File: config.mk
export PLATFORM = sky130hd
export DESIGN_NAME = qstamp_top
export DESIGN_NICKNAME = d
export VERILOG_FILES = /design/src/rtl/qstamp_pkg.sv /design/src/rtl/qstamp_sync.sv /design/src/rtl/qstamp_decode.sv /design/src/rtl/qstamp_axis.sv /design/src/rtl/qstamp_top.sv
export SDC_FILE = /design/constraint.sdc
export NUM_CORES = 1
export LEC_CHECK = 0
export BUFFER_PORTS_ARGS = -buffer_cell sky130_fd_sc_hd__buf_2
export CELL_PAD_IN_SITES_DETAIL_PLACEMENT = 1
export CELL_PAD_IN_SITES_GLOBAL_PLACEMENT = 2
export CORE_ASPECT_RATIO = 2
export CORE_MARGIN = 3
export CORE_UTILIZATION = 42
export DETAILED_ROUTE_END_ITERATION = 6
export GPL_TIMING_DRIVEN = 0
export PLACE_DENSITY = 0.88
export SLEW_MARGIN = 40
export SYNTH_ARGS = -nofsm -noshare
export SYNTH_HDL_FRONTEND = slang
export SYNTH_SLANG_ARGS = --single-unit
File: constraint.sdc
create_clock -name clk -period 8.95 [get_ports clk]
set_clock_uncertainty 0.2 [all_clocks]
set_input_delay 1.79 -clock clk [delete_from_list [all_inputs] [get_ports clk]]
set_output_delay 1.79 -clock clk [all_outputs]
set_load 0.005 [all_outputs]
File: src/rtl/qstamp_pkg.sv
package qstamp_pkg;

   typedef enum logic [1:0] {
      VIEW_WORD = 2'b00,
      VIEW_POS  = 2'b01,
      VIEW_ERR  = 2'b10,
      VIEW_NONE = 2'b11
   } view_e;

   typedef enum logic [1:0] {
      MV_NONE = 2'b00,
      MV_UP   = 2'b01,
      MV_DOWN = 2'b10,
      MV_BAD  = 2'b11
   } move_e;

   // Classify one synchronized sample pair {A,B} against the previous one.
   function automatic move_e classify(input logic [1:0] prev, input logic [1:0] cur);
      move_e m;
      case ({prev, cur})
         4'b00_10, 4'b10_11, 4'b11_01, 4'b01_00: m = MV_UP;
         4'b00_01, 4'b01_11, 4'b11_10, 4'b10_00: m = MV_DOWN;
         4'b00_11, 4'b11_00, 4'b01_10, 4'b10_01: m = MV_BAD;
         default:                                m = MV_NONE;
      endcase
      return m;
   endfunction

endpackage

File: src/rtl/qstamp_sync.sv
module qstamp_sync #(
   parameter int WIDTH  = 8,
   parameter int STAGES = 2
) (
   input  logic             clk,
   input  logic             rst_n,
   input  logic [WIDTH-1:0] din,
   output logic [WIDTH-1:0] dout,
   output logic             vld
);

   generate
      if (STAGES < 2) begin : g_bad_stages
         $error("qstamp_sync needs at least two stages");
      end
   endgenerate

   logic [WIDTH-1:0]  pipe [STAGES];
   logic [STAGES-1:0] fill;

   always_ff @(posedge clk) begin
      if (!rst_n) begin
         for (int i = 0; i < STAGES; i++) pipe[i] <= '0;
         fill <= '0;
      end else begin
         pipe[0] <= din;
         for (int i = 1; i < STAGES; i++) pipe[i] <= pipe[i-1];
         fill <= {fill[STAGES-2:0], 1'b1};
      end
   end

   assign dout = pipe[STAGES-1];
   assign vld  = fill[STAGES-1];

endmodule

File: src/rtl/qstamp_decode.sv
module qstamp_decode
   import qstamp_pkg::*;
(
   input  logic       clk,
   input  logic       rst_n,
   input  logic [1:0] ab,
   input  logic       ab_vld,
   output move_e      move
);

   logic [1:0] prev_ab;
   logic       prev_vld;

   always_ff @(posedge clk) begin
      if (!rst_n) begin
         prev_ab  <= 2'b00;
         prev_vld <= 1'b0;
      end else begin
         prev_ab  <= ab;
         prev_vld <= ab_vld;
      end
   end

   assign move = prev_vld ? classify(prev_ab, ab) : MV_NONE;

   // A reported step must match a real change between consecutive samples.
   AST_STEP_NEEDS_CHANGE: assert property (@(posedge clk) disable iff (!rst_n)
      (move != MV_NONE) |-> (ab != prev_ab));

endmodule

File: src/rtl/qstamp_axis.sv
module qstamp_axis
   import qstamp_pkg::*;
#(
   parameter int POS_W = 24,
   parameter int CNT_W = 16,
   parameter int TS_W  = 16
) (
   input  logic                  clk,
   input  logic                  rst_n,
   input  move_e                 move,
   input  logic [TS_W-1:0]       ts_now,
   output logic [POS_W-1:0]      pos,
   output logic [CNT_W+TS_W-1:0] word,
   output logic                  err
);

   generate
      if (CNT_W > POS_W) begin : g_bad_cnt
         $error("count field wider than position counter");
      end
   endgenerate

   logic [POS_W-1:0] pos_nxt;
   logic             take;

   always_comb begin
      pos_nxt = pos;
      take    = 1'b0;
      case (move)
         MV_UP:   begin pos_nxt = pos + 1'b1; take = 1'b1; end
         MV_DOWN: begin pos_nxt = pos - 1'b1; take = 1'b1; end
         default: ;
      endcase
   end

   always_ff @(posedge clk) begin
      if (!rst_n) begin
         pos  <= '0;
         word <= '0;
         err  <= 1'b0;
      end else begin
         pos <= pos_nxt;
         if (take) word <= {pos_nxt[CNT_W-1:0], ts_now};
         if (move == MV_BAD) err <= 1'b1;
      end
   end

   AST_UP_ADDS_ONE: assert property (@(posedge clk) disable iff (!rst_n)
      (move == MV_UP) |=> (pos == $past(pos) + 1'b1));
   AST_DOWN_SUBS_ONE: assert property (@(posedge clk) disable iff (!rst_n)
      (move == MV_DOWN) |=> (pos == $past(pos) - 1'b1));
   AST_BAD_NO_COUNT: assert property (@(posedge clk) disable iff (!rst_n)
      (move == MV_BAD) |=> ($stable(pos) && $stable(word)));
   AST_ERR_STICKY: assert property (@(posedge clk) disable iff (!rst_n)
      err |=> err);
   AST_PAIR_SAME_EDGE: assert property (@(posedge clk) disable iff (!rst_n)
      ((move == MV_UP) || (move == MV_DOWN)) |=>
      ((word[CNT_W+TS_W-1:TS_W] == pos[CNT_W-1:0]) && (word[TS_W-1:0] == $past(ts_now))));

endmodule

File: src/rtl/qstamp_top.sv
module qstamp_top
   import qstamp_pkg::*;
#(
   parameter int NUM_AXES    = 4,
   parameter int POS_W       = 24,
   parameter int WORD_W      = 32,
   parameter int CNT_W       = 16,
   parameter int SYNC_STAGES = 2,
   localparam int TS_W       = WORD_W - CNT_W,
   localparam int AXIS_IDX_W = (NUM_AXES > 1) ? $clog2(NUM_AXES) : 1
) (
   input  logic                  clk,
   input  logic                  rst_n,
   input  logic [NUM_AXES-1:0]   enc_a,
   input  logic [NUM_AXES-1:0]   enc_b,
   input  logic                  ts_tick,
   input  logic                  sample_stb,
   input  logic [AXIS_IDX_W-1:0] rd_axis,
   input  logic [1:0]            rd_sel,
   output logic [WORD_W-1:0]     rd_data
);

   generate
      if (NUM_AXES < 1) begin : g_bad_axes
         $error("at least one axis is required");
      end
      if (CNT_W < 2 || CNT_W >= WORD_W) begin : g_bad_split
         $error("count field must leave room for the time field");
      end
      if (POS_W > WORD_W) begin : g_bad_pos
         $error("position must fit one read word");
      end
   endgenerate

   // Shared time base
   logic [TS_W-1:0] ts_cnt;

   always_ff @(posedge clk) begin
      if (!rst_n)       ts_cnt <= '0;
      else if (ts_tick) ts_cnt <= ts_cnt + 1'b1;
   end

   AST_TS_HOLDS: assert property (@(posedge clk) disable iff (!rst_n)
      !ts_tick |=> $stable(ts_cnt));
   AST_TS_ADVANCES: assert property (@(posedge clk) disable iff (!rst_n)
      ts_tick |=> (ts_cnt == TS_W'($past(ts_cnt) + 1'b1)));

   // Input synchronizer, pairs packed as {A,B} per axis
   logic [2*NUM_AXES-1:0] raw_ab;
   logic [2*NUM_AXES-1:0] sync_ab;
   logic                  sync_vld;

   always_comb begin
      for (int i = 0; i < NUM_AXES; i++) begin
         raw_ab[2*i+1] = enc_a[i];
         raw_ab[2*i]   = enc_b[i];
      end
   end

   qstamp_sync #(.WIDTH(2*NUM_AXES), .STAGES(SYNC_STAGES)) u_sync (
      .clk  (clk),
      .rst_n(rst_n),
      .din  (raw_ab),
      .dout (sync_ab),
      .vld  (sync_vld)
   );

   // Per-axis decode, count and capture
   logic [POS_W-1:0]  ax_pos  [NUM_AXES];
   logic [WORD_W-1:0] ax_word [NUM_AXES];
   logic [NUM_AXES-1:0] ax_err;

   logic [POS_W-1:0]  sh_pos  [NUM_AXES];
   logic [WORD_W-1:0] sh_word [NUM_AXES];
   logic [NUM_AXES-1:0] sh_err;

   generate
      for (genvar g = 0; g < NUM_AXES; g++) begin : g_axis
         move_e mv;

         qstamp_decode u_dec (
            .clk   (clk),
            .rst_n (rst_n),
            .ab    (sync_ab[2*g+1:2*g]),
            .ab_vld(sync_vld),
            .move  (mv)
         );

         qstamp_axis #(.POS_W(POS_W), .CNT_W(CNT_W), .TS_W(TS_W)) u_axis (
            .clk   (clk),
            .rst_n (rst_n),
            .move  (mv),
            .ts_now(ts_cnt),
            .pos   (ax_pos[g]),
            .word  (ax_word[g]),
            .err   (ax_err[g])
         );

         AST_SHADOW_HOLDS: assert property (@(posedge clk) disable iff (!rst_n)
            !sample_stb |=> ($stable(sh_word[g]) && $stable(sh_pos[g]) && $stable(sh_err[g])));
         AST_SHADOW_COPIES: assert property (@(posedge clk) disable iff (!rst_n)
            sample_stb |=> ((sh_word[g] == $past(ax_word[g])) && (sh_pos[g] == $past(ax_pos[g]))));
      end
   endgenerate

   // Read-side snapshot of all axes
   always_ff @(posedge clk) begin
      if (!rst_n) begin
         for (int i = 0; i < NUM_AXES; i++) begin
            sh_pos[i]  <= '0;
            sh_word[i] <= '0;
         end
         sh_err <= '0;
      end else if (sample_stb) begin
         for (int i = 0; i < NUM_AXES; i++) begin
            sh_pos[i]  <= ax_pos[i];
            sh_word[i] <= ax_word[i];
         end
         sh_err <= ax_err;
      end
   end

   // Read view selection
   always_comb begin
      rd_data = '0;
      for (int i = 0; i < NUM_AXES; i++) begin
         if (int'(rd_axis) == i) begin
            case (view_e'(rd_sel))
               VIEW_WORD: rd_data = sh_word[i];
               VIEW_POS:  rd_data = WORD_W'(sh_pos[i]);
               VIEW_ERR:  rd_data = WORD_W'(sh_err[i]);
               default:   rd_data = '0;
            endcase
         end
      end
   end

endmodule

==> metrics.md <==
| Metric | Value |
|---|---|
| Syn avg cell area | `10.5 µm²` |
| Most frequent cells in the layout | `dfxtp_1 (275), and3_1 (240), edfxtp_1 (224)` |
| GRT Residual Overflow | `0` |
| # nets final | `2558` |
| Switching power | `0.00118 W` |
| Max IR drop VDD | `0.131 mV` |
| Yosys cell types | `70` |
| Hold buffers post-CTS | `0` |
| WHS Path Cells | `1` |
| Largest family of logic cells by synthesized area | `simple AND/OR/NAND/NOR gates` |
| Placed insts | `3156` |
| Die height | `349 µm` |
| TritonRoute pass-1 iters | `6` |
| Routed len/inst | `27.1 µm` |
| Post-route worst setup slack | `2.46 ns` |
| Max-cap violations | `0` |
| Number of synthesized flops with an enable pin | `224` |
| Io pins | `48` |
| Hold Path Class | `reg -> reg` |
| Endpoints failing setup | `0` |
| Die W | `177 µm` |
| CTS tree | `done` |
| RSZ-0062 raised after global routing | `no` |
| Synthesized area | `0.0247 mm²` |
| Placed instance area | `0.0260 mm²` |
| Total power | `0.00488 W` |
| Yosys top cell area share | `27.3%` |
| Largest net degree at the start of global routing | `47` |
| DRT iter0 DRCs | `1628` |
| Number of synthesized register bits | `499` |
| Initial core utilization | `42.4%` |
| Vias per inst | `5.91` |
| Post-route design area | `0.0276 mm²` |
| Final Util | `47.4%` |
| Asr flop ratio synth | `0%` |
| Worst slew pin tran | `0.952 ns` |
| Synth top area cells | `edfxtp_1 (27%), dfxtp_1 (22%), and3_1 (6.1%)` |
| Adder-cell share of the synthesized area | `5.24%` |
| Clock power share | `42.9%` |
| CP arrival | `4.50 ns` |
| Fin cells | `3241` |
| Power Density | `177 mW/mm²` |
| Crit path required time | `6.96 ns` |
| CTS resizes | `0` |
| Yosys top cell by area | `edfxtp_1` |
| Core area | `0.0582 mm²` |
| Root buffer cell | `clkbuf_16` |
| R2R cell count | `15` |
| Syn-to-layout area delta | `11.8%` |
| CTS H-Tree Depth | `2` |
| Synthesized instance count | `2345` |
| Status | `complete, no violations` |
| First-pass GRT wire length | `130000 µm` |
| Worst-path clk slew | `0.07 ns` |
| Setup CP Type | `in -> out` |
| Die area | `0.0619 mm²` |
| Type of element capturing the critical path | `output port` |
| Internal power | `0.00370 W` |
| Critical Path Start Type | `primary input` |
| Postcts setup bufs | `0` |
| Max-slew violations | `0` |
| Final routed DRC violation total | `0` |
| Post-synthesis simple-gate area fraction | `18.0%` |
| Commonest non-fill, non-tap cell in the layout | `dfxtp_1` |
| DP HPWL | `68300 µm` |
| Crit path time final | `6.49 ns` |
| Slew margin rel. | `36.5%` |
| Leak | `11.8 nW` |
| Antenna-violating nets left | `0` |
| Sw Ratio | `24.2%` |
| Critical-path maximum fanout | `10` |
| Mux cell area share after synthesis | `7.51%` |
| Vias in the first global route | `20500` |
| Logic pwr share | `6.3%` |
| Warnings from Yosys | `0` |
| PortBufs | `43` |
| Fin crit share | `72.5%` |
| Syn nets | `2462` |
| CTS buffer count | `45` |
| Routed WL | `87900 µm` |
| Primary FF master, synth | `dfxtp_1` |
| Worst slack, placed | `2.57 ns` |
| Worst-Skew Late Latency | `0.61 ns` |
| CTS max path bufs | `3` |
| Post-synthesis compound-gate area fraction | `13.9%` |
| Final hold vios | `0` |
| Synth Area in XOR/XNOR | `2.84%` |
| Register area share after synthesis | `49.6%` |
| GP Congestion | `0.991` |
| Vias | `19200` |
| Register share of total power | `50.7%` |
| Initial antenna violation count | `3` |
| Number of core rows | `125` |
| Fmax | `154 MHz` |
| GRT Total Usage | `28.3%` |
| Clock sinks | `499` |
| Layout cells sized above 1 | `7.75%` |
==> stage by stage <==
stage	setup TNS (ns)	hold WS, ns
finish	0	0.232
global route	0	0.243
CTS	0	0.236
detailed placement	0	0.220
global placement	-901.40	0.217
floorplan	0	0.212
==> power groups by stage <==
stage               combinational [W]  sequential, W  clock, W
finish                       0.000310        0.00248   0.00210
detailed placement           0.000305        0.00252         0
CTS                          0.000307        0.00247   0.00211
global route                 0.000327        0.00248   0.00220
floorplan                    0.000177        0.00251         0
global placement             0.000290        0.00254         0
==> layout make-up <==
class | count | area [µm²]
multi-input cells | 1651 | 11700
flip-flops and latches | 499 | 12200
clock buffers | 66 | 1340
repair buffers | 49 | 327
clock inverters | 18 | 248
plain buffers | 152 | 598
well taps | 762 | 953
inverters | 43 | 161
fillers | 6465 | 30600
diodes | 1 | 2.50
==> final timing paths <==
check	start	to	slack, ns
worst max-delay path	rd_axis[0]	rd_data[9]	2.46
worst min-delay path	u_sync.pipe[0][7]	u_sync.pipe[0][15]	0.23
worst max register to register	g_axis[1].u_dec.prev_ab[0]	g_axis[1].u_axis.pos[23]	4.50
worst min register to register	u_sync.pipe[0][7]	u_sync.pipe[0][15]	0.23
==> routing by layer <==
metal	up-vias	wire (µm)	GRT usage, %
met5	-	16	0
met4	2	8010	21.2
met3	276	4050	3.39
met2	644	45800	51.7
met1	9505	30000	29.0
li1	8728	-	-
==> state kept, by name (all words and copies together), names as in the netlist <==
register,flops
ts_cnt,16
u_sync.fill,2
sh_pos,96
g_axis.u_dec.prev_ab,8
g_axis.u_dec.prev_vld,1
g_axis.u_axis.pos,96
u_sync.pipe,16
g_axis.u_axis.word,128
sh_err,4
g_axis.u_axis.err,4
sh_word,128
==> cell usage after synthesis (all sizes together) (14+ instances only) <==
library cell	n
and3	241
xor2	30
nor2b	111
o21a	37
o211ai	16
edfxtp	224
inv	43
nor3	18
mux2i	112
nand4	18
and2	58
ha	97
mux4	31
nand3	40
nor2	74
a21boi	69
a22oi	26
o21ai	100
a21o	48
nand2	180
o211a	14
clkbuf	139
a211oi	14
dfxtp	275
a21oi	105
xnor2	50
nand2b	50
==> worst max-delay path: stages <==
cell,delay (ns)
clkbuf_1,0.49
buf_2,0.44
clkbuf_1,0.52
nor2b_1,0.33
a22oi_1,0.18
o21ai_0,0.52
buf_2,0.22
==> kinds of logic after synthesis <==
family	after synthesis
flip-flops	499
buffers and inverters	195
multiplexers	146
XOR/XNOR	80
AO/OA/AOI/OAI	507
AND/OR/NAND/NOR	817
adder cells (fa/ha/maj)	101
(Power assumes the default switching activity.)
